`src/rtl/dmac_pkg.sv`:
```
package dmac_pkg;
    localparam int REG_W      = 32;
    localparam int WIN_AW     = 7;
    localparam int CORE_IDX_W = 4;
    localparam int DMA_IDX_W  = 3;
    localparam int CMD_W      = 8;
    localparam int STAT_W     = 6;
    localparam int CTL_CLR_MODE = 24;
    localparam logic [WIN_AW-1:0] CTL_OFFSET = 7'h70;
    localparam logic [REG_W-1:0] WADDR_RST = 32'hFFFF_FFFF;
    localparam logic [REG_W-1:0] WDESC_RST = 32'hFFFF_FFFD;
    localparam logic [STAT_W-1:0] STAT_CLR_MASK = 6'b001110;

    typedef enum logic [1:0] {
        OP_IDLE  = 2'd0,
        OP_BLAST = 2'd1,
        OP_ABORT = 2'd2,
        OP_START = 2'd3
    } dma_op_e;

    typedef enum logic [DMA_IDX_W-1:0] {
        RI_CMD   = 3'd0,
        RI_SCNT  = 3'd1,
        RI_SADDR = 3'd2,
        RI_WCNT  = 3'd3,
        RI_WADDR = 3'd4,
        RI_STAT  = 3'd5,
        RI_SDESC = 3'd6,
        RI_WDESC = 3'd7
    } reg_idx_e;

    typedef struct packed {
        logic    dir;
        logic    done_ie;
        logic    page_ie;
        logic    desc_mode;
        logic    rsvd;
        logic    diag;
        dma_op_e op;
    } cmd_t;

    typedef struct packed {
        logic blast;
        logic scsi;
        logic done;
        logic abt;
        logic err;
        logic pwdn;
    } stat_t;

    function automatic logic [REG_W-1:0] lane_mask(input logic [1:0] size);
        case (size)
            2'd0:    return 32'h0000_00FF;
            2'd1:    return 32'h0000_FFFF;
            default: return 32'hFFFF_FFFF;
        endcase
    endfunction

    function automatic logic [REG_W-1:0] merge_lanes(input logic [REG_W-1:0] cur,
                                                     input logic [REG_W-1:0] wdata,
                                                     input logic [1:0] off,
                                                     input logic [1:0] size);
        logic [REG_W-1:0] m;
        m = lane_mask(size) << {off, 3'b000};
        return (cur & ~m) | ((wdata << {off, 3'b000}) & m);
    endfunction

    function automatic logic [REG_W-1:0] align_read(input logic [REG_W-1:0] val,
                                                    input logic [1:0] off,
                                                    input logic [1:0] size);
        return (val >> {off, 3'b000}) & lane_mask(size);
    endfunction
endpackage

```
`src/rtl/dmac_decode.sv`:
```
module dmac_decode
    import dmac_pkg::*;
(
    input  logic                  bus_req,
    input  logic                  bus_wr,
    input  logic [WIN_AW-1:0]     bus_addr,
    input  logic [1:0]            bus_size,
    input  logic [REG_W-1:0]      bus_wdata,
    input  logic [REG_W-1:0]      core_rdata,
    input  logic [REG_W-1:0]      dma_cur,
    input  logic [REG_W-1:0]      ctl_cur,
    output logic [REG_W-1:0]      bus_rdata,
    output logic                  core_sel,
    output logic                  core_wr,
    output logic [CORE_IDX_W-1:0] core_reg,
    output logic                  dma_we,
    output logic                  dma_re,
    output logic [DMA_IDX_W-1:0]  dma_idx,
    output logic                  ctl_we,
    output logic [REG_W-1:0]      wr_word
);
    logic hit_core, hit_dma, hit_ctl;
    logic [REG_W-1:0] cur_word;

    assign hit_core = ~bus_addr[WIN_AW-1];
    assign hit_dma  = (bus_addr[WIN_AW-1:WIN_AW-2] == 2'b10);
    assign hit_ctl  = (bus_addr[WIN_AW-1:2] == CTL_OFFSET[WIN_AW-1:2]);

    always_comb begin
        if (hit_core)     cur_word = core_rdata;
        else if (hit_dma) cur_word = dma_cur;
        else if (hit_ctl) cur_word = ctl_cur;
        else              cur_word = '0;
    end

    assign wr_word   = merge_lanes(cur_word, bus_wdata, bus_addr[1:0], bus_size);
    assign bus_rdata = align_read(cur_word, bus_addr[1:0], bus_size);

    assign core_sel = bus_req & hit_core;
    assign core_wr  = bus_wr;
    assign core_reg = bus_addr[CORE_IDX_W+1:2];
    assign dma_idx  = bus_addr[DMA_IDX_W+1:2];
    assign dma_we   = bus_req & bus_wr & hit_dma;
    assign dma_re   = bus_req & ~bus_wr & hit_dma;
    assign ctl_we   = bus_req & bus_wr & hit_ctl;
endmodule

```
`src/rtl/dmac_xfer.sv`:
```
module dmac_xfer
    import dmac_pkg::*;
(
    input  logic             clk,
    input  logic             rst,
    input  logic             load,
    input  logic [REG_W-1:0] ld_cnt,
    input  logic [REG_W-1:0] ld_addr,
    input  logic [REG_W-1:0] ld_desc,
    input  logic             cmd_dir,
    input  logic             req,
    input  logic             req_dir,
    input  logic [REG_W-1:0] req_len,
    output logic [REG_W-1:0] wcnt,
    output logic [REG_W-1:0] waddr,
    output logic [REG_W-1:0] wdesc,
    output logic             gnt,
    output logic             refuse,
    output logic [REG_W-1:0] gnt_addr,
    output logic [REG_W-1:0] gnt_len
);
    logic [REG_W-1:0] take;
    logic             dir_ok;

    assign take   = (req_len < wcnt) ? req_len : wcnt;
    assign dir_ok = (req_dir == cmd_dir);

    always_ff @(posedge clk) begin
        if (rst) begin
            wcnt     <= '0;
            waddr    <= WADDR_RST;
            wdesc    <= WDESC_RST;
            gnt      <= 1'b0;
            refuse   <= 1'b0;
            gnt_addr <= '0;
            gnt_len  <= '0;
        end else begin
            gnt    <= 1'b0;
            refuse <= 1'b0;
            if (load) begin
                wcnt  <= ld_cnt;
                waddr <= ld_addr;
                wdesc <= ld_desc;
            end else if (req) begin
                if (dir_ok) begin
                    gnt      <= 1'b1;
                    gnt_addr <= waddr;
                    gnt_len  <= take;
                    wcnt     <= wcnt - take;
                    waddr    <= waddr + take;
                end else begin
                    refuse <= 1'b1;
                end
            end
        end
    end
endmodule

```
`src/rtl/dmac_status.sv`:
```
module dmac_status
    import dmac_pkg::*;
(
    input  logic              clk,
    input  logic              rst,
    input  logic              start,
    input  logic              rd_clr,
    input  logic              w1c,
    input  logic [STAT_W-1:0] w1c_bits,
    input  logic              core_irq,
    input  logic              arm_done,
    input  logic              done_ie,
    output stat_t             stat,
    output logic              irq
);
    logic  core_q;
    stat_t stat_nxt;

    always_comb begin
        stat_nxt      = stat;
        stat_nxt.scsi = core_irq;
        if (rd_clr)
            stat_nxt = stat_t'(stat_nxt & ~STAT_CLR_MASK);
        if (w1c)
            stat_nxt = stat_t'(stat_nxt & ~(w1c_bits & STAT_CLR_MASK));
        if (core_irq && !core_q && arm_done)
            stat_nxt.done = 1'b1;
    end

    always_ff @(posedge clk) begin
        if (rst) begin
            stat   <= '0;
            core_q <= 1'b0;
        end else begin
            core_q <= core_irq;
            stat   <= start ? stat_t'('0) : stat_nxt;
        end
    end

    assign irq = stat.scsi | (stat.done & done_ie);
endmodule

```
`src/rtl/scsi_dma_chan.sv`:
```
module scsi_dma_chan
    import dmac_pkg::*;
(
    input  logic                  clk,
    input  logic                  rst,
    input  logic                  bus_req,
    input  logic                  bus_wr,
    input  logic [WIN_AW-1:0]     bus_addr,
    input  logic [1:0]            bus_size,
    input  logic [REG_W-1:0]      bus_wdata,
    output logic [REG_W-1:0]      bus_rdata,
    output logic                  core_sel,
    output logic                  core_wr,
    output logic [CORE_IDX_W-1:0] core_reg,
    output logic [REG_W-1:0]      core_wdata,
    input  logic [REG_W-1:0]      core_rdata,
    input  logic                  core_irq,
    output logic                  core_dma_en,
    output logic                  core_cancel,
    input  logic                  mem_req,
    input  logic                  mem_to_mem,
    input  logic [REG_W-1:0]      mem_len,
    output logic                  mem_gnt,
    output logic                  mem_refuse,
    output logic [REG_W-1:0]      mem_gnt_addr,
    output logic [REG_W-1:0]      mem_gnt_len,
    output logic                  irq
);
    cmd_t             cmd_q, cmd_new;
    stat_t            stat;
    logic [REG_W-1:0] scnt_q, saddr_q, sdesc_q, ctl_q;
    logic [REG_W-1:0] wcnt, waddr, wdesc;
    logic [REG_W-1:0] dma_cur, wr_word;
    logic [DMA_IDX_W-1:0] dma_idx;
    logic dma_we, dma_re, ctl_we;
    logic cmd_we, start_go, idle_go, abort_go, stat_rd_clr, stat_w1c;

    dmac_decode u_dec (
        .bus_req(bus_req), .bus_wr(bus_wr), .bus_addr(bus_addr), .bus_size(bus_size),
        .bus_wdata(bus_wdata), .core_rdata(core_rdata), .dma_cur(dma_cur), .ctl_cur(ctl_q),
        .bus_rdata(bus_rdata), .core_sel(core_sel), .core_wr(core_wr), .core_reg(core_reg),
        .dma_we(dma_we), .dma_re(dma_re), .dma_idx(dma_idx), .ctl_we(ctl_we), .wr_word(wr_word)
    );

    assign core_wdata = wr_word;

    always_comb begin
        case (dma_idx)
            RI_CMD:   dma_cur = {{(REG_W-CMD_W){1'b0}}, cmd_q};
            RI_SCNT:  dma_cur = scnt_q;
            RI_SADDR: dma_cur = saddr_q;
            RI_WCNT:  dma_cur = wcnt;
            RI_WADDR: dma_cur = waddr;
            RI_STAT:  dma_cur = {{(REG_W-STAT_W){1'b0}}, stat};
            RI_SDESC: dma_cur = sdesc_q;
            default:  dma_cur = wdesc;
        endcase
    end

    assign cmd_new     = cmd_t'(wr_word[CMD_W-1:0]);
    assign cmd_we      = dma_we && (dma_idx == RI_CMD);
    assign start_go    = cmd_we && (cmd_new.op == OP_START);
    assign idle_go     = cmd_we && (cmd_new.op == OP_IDLE);
    assign abort_go    = cmd_we && (cmd_new.op == OP_ABORT);
    assign stat_rd_clr = dma_re && (dma_idx == RI_STAT) && !ctl_q[CTL_CLR_MODE];
    assign stat_w1c    = dma_we && (dma_idx == RI_STAT) && ctl_q[CTL_CLR_MODE];

    always_ff @(posedge clk) begin
        if (rst) begin
            cmd_q       <= '0;
            scnt_q      <= '0;
            saddr_q     <= '0;
            sdesc_q     <= '0;
            ctl_q       <= '0;
            core_dma_en <= 1'b0;
            core_cancel <= 1'b0;
        end else begin
            core_cancel <= abort_go;
            if (cmd_we) cmd_q <= cmd_new;
            if (dma_we && dma_idx == RI_SCNT)  scnt_q  <= wr_word;
            if (dma_we && dma_idx == RI_SADDR) saddr_q <= wr_word;
            if (dma_we && dma_idx == RI_SDESC) sdesc_q <= wr_word;
            if (ctl_we) ctl_q <= wr_word;
            if (start_go)     core_dma_en <= 1'b1;
            else if (idle_go) core_dma_en <= 1'b0;
        end
    end

    dmac_xfer u_xfer (
        .clk(clk), .rst(rst), .load(start_go),
        .ld_cnt(scnt_q), .ld_addr(saddr_q), .ld_desc(sdesc_q),
        .cmd_dir(cmd_q.dir), .req(mem_req), .req_dir(mem_to_mem), .req_len(mem_len),
        .wcnt(wcnt), .waddr(waddr), .wdesc(wdesc),
        .gnt(mem_gnt), .refuse(mem_refuse), .gnt_addr(mem_gnt_addr), .gnt_len(mem_gnt_len)
    );

    dmac_status u_stat (
        .clk(clk), .rst(rst), .start(start_go), .rd_clr(stat_rd_clr),
        .w1c(stat_w1c), .w1c_bits(wr_word[STAT_W-1:0]), .core_irq(core_irq),
        .arm_done((cmd_q.op == OP_START) && (wcnt == '0)), .done_ie(cmd_q.done_ie),
        .stat(stat), .irq(irq)
    );
endmodule

```
`config.mk`:
```
export PLATFORM = sky130hd
export DESIGN_NAME = scsi_dma_chan
export DESIGN_NICKNAME = d
export VERILOG_FILES = /design/src/rtl/dmac_pkg.sv /design/src/rtl/dmac_decode.sv /design/src/rtl/dmac_xfer.sv /design/src/rtl/dmac_status.sv /design/src/rtl/scsi_dma_chan.sv
export SDC_FILE = /design/constraint.sdc
export NUM_CORES = 1
export LEC_CHECK = 0
export CORE_MARGIN = 2
export CORE_UTILIZATION = 52
export CTS_BUF_LIST = sky130_fd_sc_hd__clkbuf_8
export CTS_CLUSTER_SIZE = 8
export DETAILED_ROUTE_END_ITERATION = 7
export PLACE_DENSITY = 0.79
export SLEW_MARGIN = 20
export SYNTH_ARGS = -nofsm -noshare
export SYNTH_HDL_FRONTEND = slang
export SYNTH_HIERARCHICAL = 1
export SYNTH_SLANG_ARGS = --single-unit
```
`constraint.sdc`:
```
create_clock -name clk -period 5.62 [get_ports clk]
set_input_delay 1.124 -clock clk [delete_from_list [all_inputs] [get_ports clk]]
set_output_delay 1.124 -clock clk [all_outputs]
set_load 0.01 [all_outputs]
```
==> run_results.csv <==
group,metric,value,unit
status,status,"finished, final reports clean",
final_layout,drive_gt1_share,18.6,%
drt,drt-total-wl,75800,µm
timing,finalMaxSlewViolations,0,
drt,drc,0,
setup_path,crit_path_start_kind,"input pin",
drt,routed-wl-met2,31500,µm
global_routing,grt_pass1_wl,115000,µm
power_and_ir_drop,peakVddDrop,0.245,mV
power_and_ir_drop,pwr-share-clk,15.6,%
synth,yosys_warnings,6,
drt,highest_layer,"met4",
drt,drt_iter0_drc,2244,
timing,min_period,5.55,ns
final_layout,fin_nets,3125,
global_routing,grt_usage,38.5,%
hold_path,min_path_type,"register to register",
timing,setup_tns,0,ns
die,dieHeight,195,µm
synth,synth_cells,2429,
die,initial_utilization,53.0,%
flow_run,maxCapViolations,0,
final_layout,layout_common_cells,"nand2_1, buf_4, a21oi_1, dfxtp_1, clkdlybuf4s50_1",
setup_path,path_class,"input pin to register",
synth,ys.flop_type,"dfxtp_1",
cts,cts_max_level,2,
synth,synth.distinct_cells,93,
synth,synth-seq-area-share,32.3,%
timing,hold_viol,0,
place,gp_congestion,0.987,
drt,drt_first_pass_iters,6,
cts,cts_sinks,305,
cts,cts_tree,"built",
cts,cts_buffers,51,
cts,insertion_delay,0.63,ns
power_and_ir_drop,power,12.5,mW
place,pre_cts_slack,-0.922,ns
drt,vias_per_cell,6.16,
final_layout,fin_area,0.0253,mm²
final_layout,fin_util,70.8,%
synth,synth-seq-cells,305,
power_and_ir_drop,p_leak,10.2,nW
global_routing,overflow,0,
cts,path_clk_slew,0.06,ns
synth,synthTopCellsByArea,"dfxtp_1, a21oi_1, nand2_1",
timing,fmax,0.180,GHz
power_and_ir_drop,pwr_density_cell,493,mW/mm²
drt,met1_length,31700,µm
synth,synthesis.area,0.0189,mm²
synth,synth_edf_count,0,
drt,vias,21020,
timing,worstMarginPinSlew,1.03,ns
synth,syn_area_per_cell,7.78,µm²
die,io_pins,251,
power_and_ir_drop,pwr-share-seq,21.3,%
drt,routedWlPerCell,22.2,µm
power_and_ir_drop,p_comb_share,63.1,%
power_and_ir_drop,power.switching,5.29,mW
place,dp_hpwl,57000,µm
synth,synth_top_area_share,32.3,%
die,design.die.area,0.0379,mm²
place,placed_area,0.0239,mm²
timing,post-route-period-util,98.7,%
timing,maxSlewHeadroom,31.5,%
global_routing,grt_max_degree,87,
final_layout,antenna-diode-count,0,
synth,async_flop_share,0,%
global_routing,grt_antenna_before_repair,0,
setup_path,cp.required,6.14,ns
setup_path,worst_ep_arrival_time,6.07,ns
cts,cts_hold_buf,0,
synth,synth_area_leader_cell,"dfxtp_1",
die,rows,69,
setup_path,worstPathMaxFanout,5,
timing,setup_viol,0,
power_and_ir_drop,swShare,42.4,%
drt,ant_nets,0,
cts,cts_buffer_depth,3,
final_layout,final_common_cell,"nand2_1",
timing,finalWorstSetupSlack,0.0735,ns
final_layout,area_delta_synth_final,33.7,%
final_layout,nFillCells,2813,
timing,fin_worst_skew,0.0317,ns
die,die_w,195,µm
cts,clock-root-buffer,"clkbuf_8",
place,io_buffers,250,
die,core_area,0.0357,mm²
global_routing,first_global_vias,19812,
power_and_ir_drop,internal_power,7.18,mW
drt,met3_length,8940,µm
setup_path,critical_path.endpoint_type,"register",
## per-stage QoR
step                      cells  hold WS (ns)
after floorplan            2430         0.434
after global placement     3316         0.442
after detailed placement   3316         0.448
after CTS                  3403         0.455
after global routing       3412         0.480
final                      3412         0.454
## area by class of cell
type	instances	area, µm²	area share, %
clock buffers	63	867	3.43
clock inverters	23	115	0.456
inverters	84	315	1.25
multi-input cells	1861	11900	46.9
flip-flops and latches	305	6110	24.2
well taps	461	577	2.28
repair buffers	615	5430	21.5
## synth_stat cells, drive strengths merged (23+ instances only)
| cell | n |
|---|---|
| a31oi | 28 |
| a211oi | 100 |
| mux2i | 90 |
| a221oi | 29 |
| o21ai | 69 |
| a22o | 32 |
| nor3 | 35 |
| nand2 | 409 |
| buf | 78 |
| xnor2 | 27 |
| dfxtp | 305 |
| a21oi | 335 |
| xor2 | 23 |
| a21o | 31 |
| ha | 93 |
| clkbuf | 105 |
| inv | 83 |
| nor2 | 242 |
## cells by family after synthesis
kind of cell | share of synthesized area, %
flops | 32.3
mux | 6.04
simple gates | 19.3
compound gates | 27.1
xor+xnor | 2.32
buf+inv | 6.49
fa+ha+maj | 6.37
other cells | 0.0199
## registers in the layout, summed over array words and instances, names as in the netlist
register	count
ctl_q	32
saddr_q	32
scnt_q	32
sdesc_q	32
u_xfer/gnt_addr	32
u_xfer/gnt_len	32
u_xfer/waddr	32
u_xfer/wcnt	32
u_xfer/wdesc	32
cmd_q	8
u_stat/stat	4
core_cancel	1
core_dma_en	1
u_stat/core_q	1
u_xfer/gnt	1
u_xfer/refuse	1
## worst max-delay path, cell delays in order
cell	delay [ns]
clkdlybuf4s50_1	0.48
ha_1	0.36
and3_1	0.20
buf_4	0.13
nand2_1	0.05
o31a_1	0.32
o211ai_4	0.23
buf_12	0.16
a21oi_2	0.09
nor2_1	0.12
a21oi_1	0.08
buf_4	0.17
ha_1	0.18
or4_1	0.53
o21ai_1	0.14
buf_4	0.15
o21bai_1	0.09
a311o_1	0.38
a21oi_2	0.18
o21ai_1	0.11
a31oi_1	0.21
mux2_2	0.36
a211oi_1	0.22
## routing by layer
layer | up-vias | track usage [%]
met4 | 0 | 17.6
met5 | - | 0
met1 | 9779 | 54.5
met2 | 1371 | 57.1
li1 | 9709 | -
met3 | 161 | 6.85
## power by group through the flow
stage / sequential, mW / clock, mW / combinational, mW
after floorplan: 2.60 / 0 / 4.03
after global placement: 2.68 / 0 / 7.23
after detailed placement: 2.68 / 0 / 7.30
after CTS: 2.63 / 1.95 / 7.44
after global routing: 2.66 / 2.04 / 8.49
final: 2.66 / 1.94 / 7.87
## repair_timing
action	4_1_cts	5_1_grt
endpoints found under the hold margin	0	0
buffers inserted	0	5
pin swaps	3	17
resized for setup	10	43
setup endpoints to repair	20	36
gates cloned	1	4
## path summary, 6_finish.rpt
kind,from,to,slack [ns],cells past startpoint
setup reg to reg,u_xfer/wcnt[5],u_xfer/wcnt[19],0.46,22
hold reg to reg,u_xfer/gnt_addr[24],u_xfer/gnt_addr[24],0.45,2
setup / recovery,mem_len[10],u_xfer/wcnt[19],0.07,23
hold / removal,u_xfer/gnt_addr[24],u_xfer/gnt_addr[24],0.45,2
No activity file was read; power rests on OpenSTA's default activity.
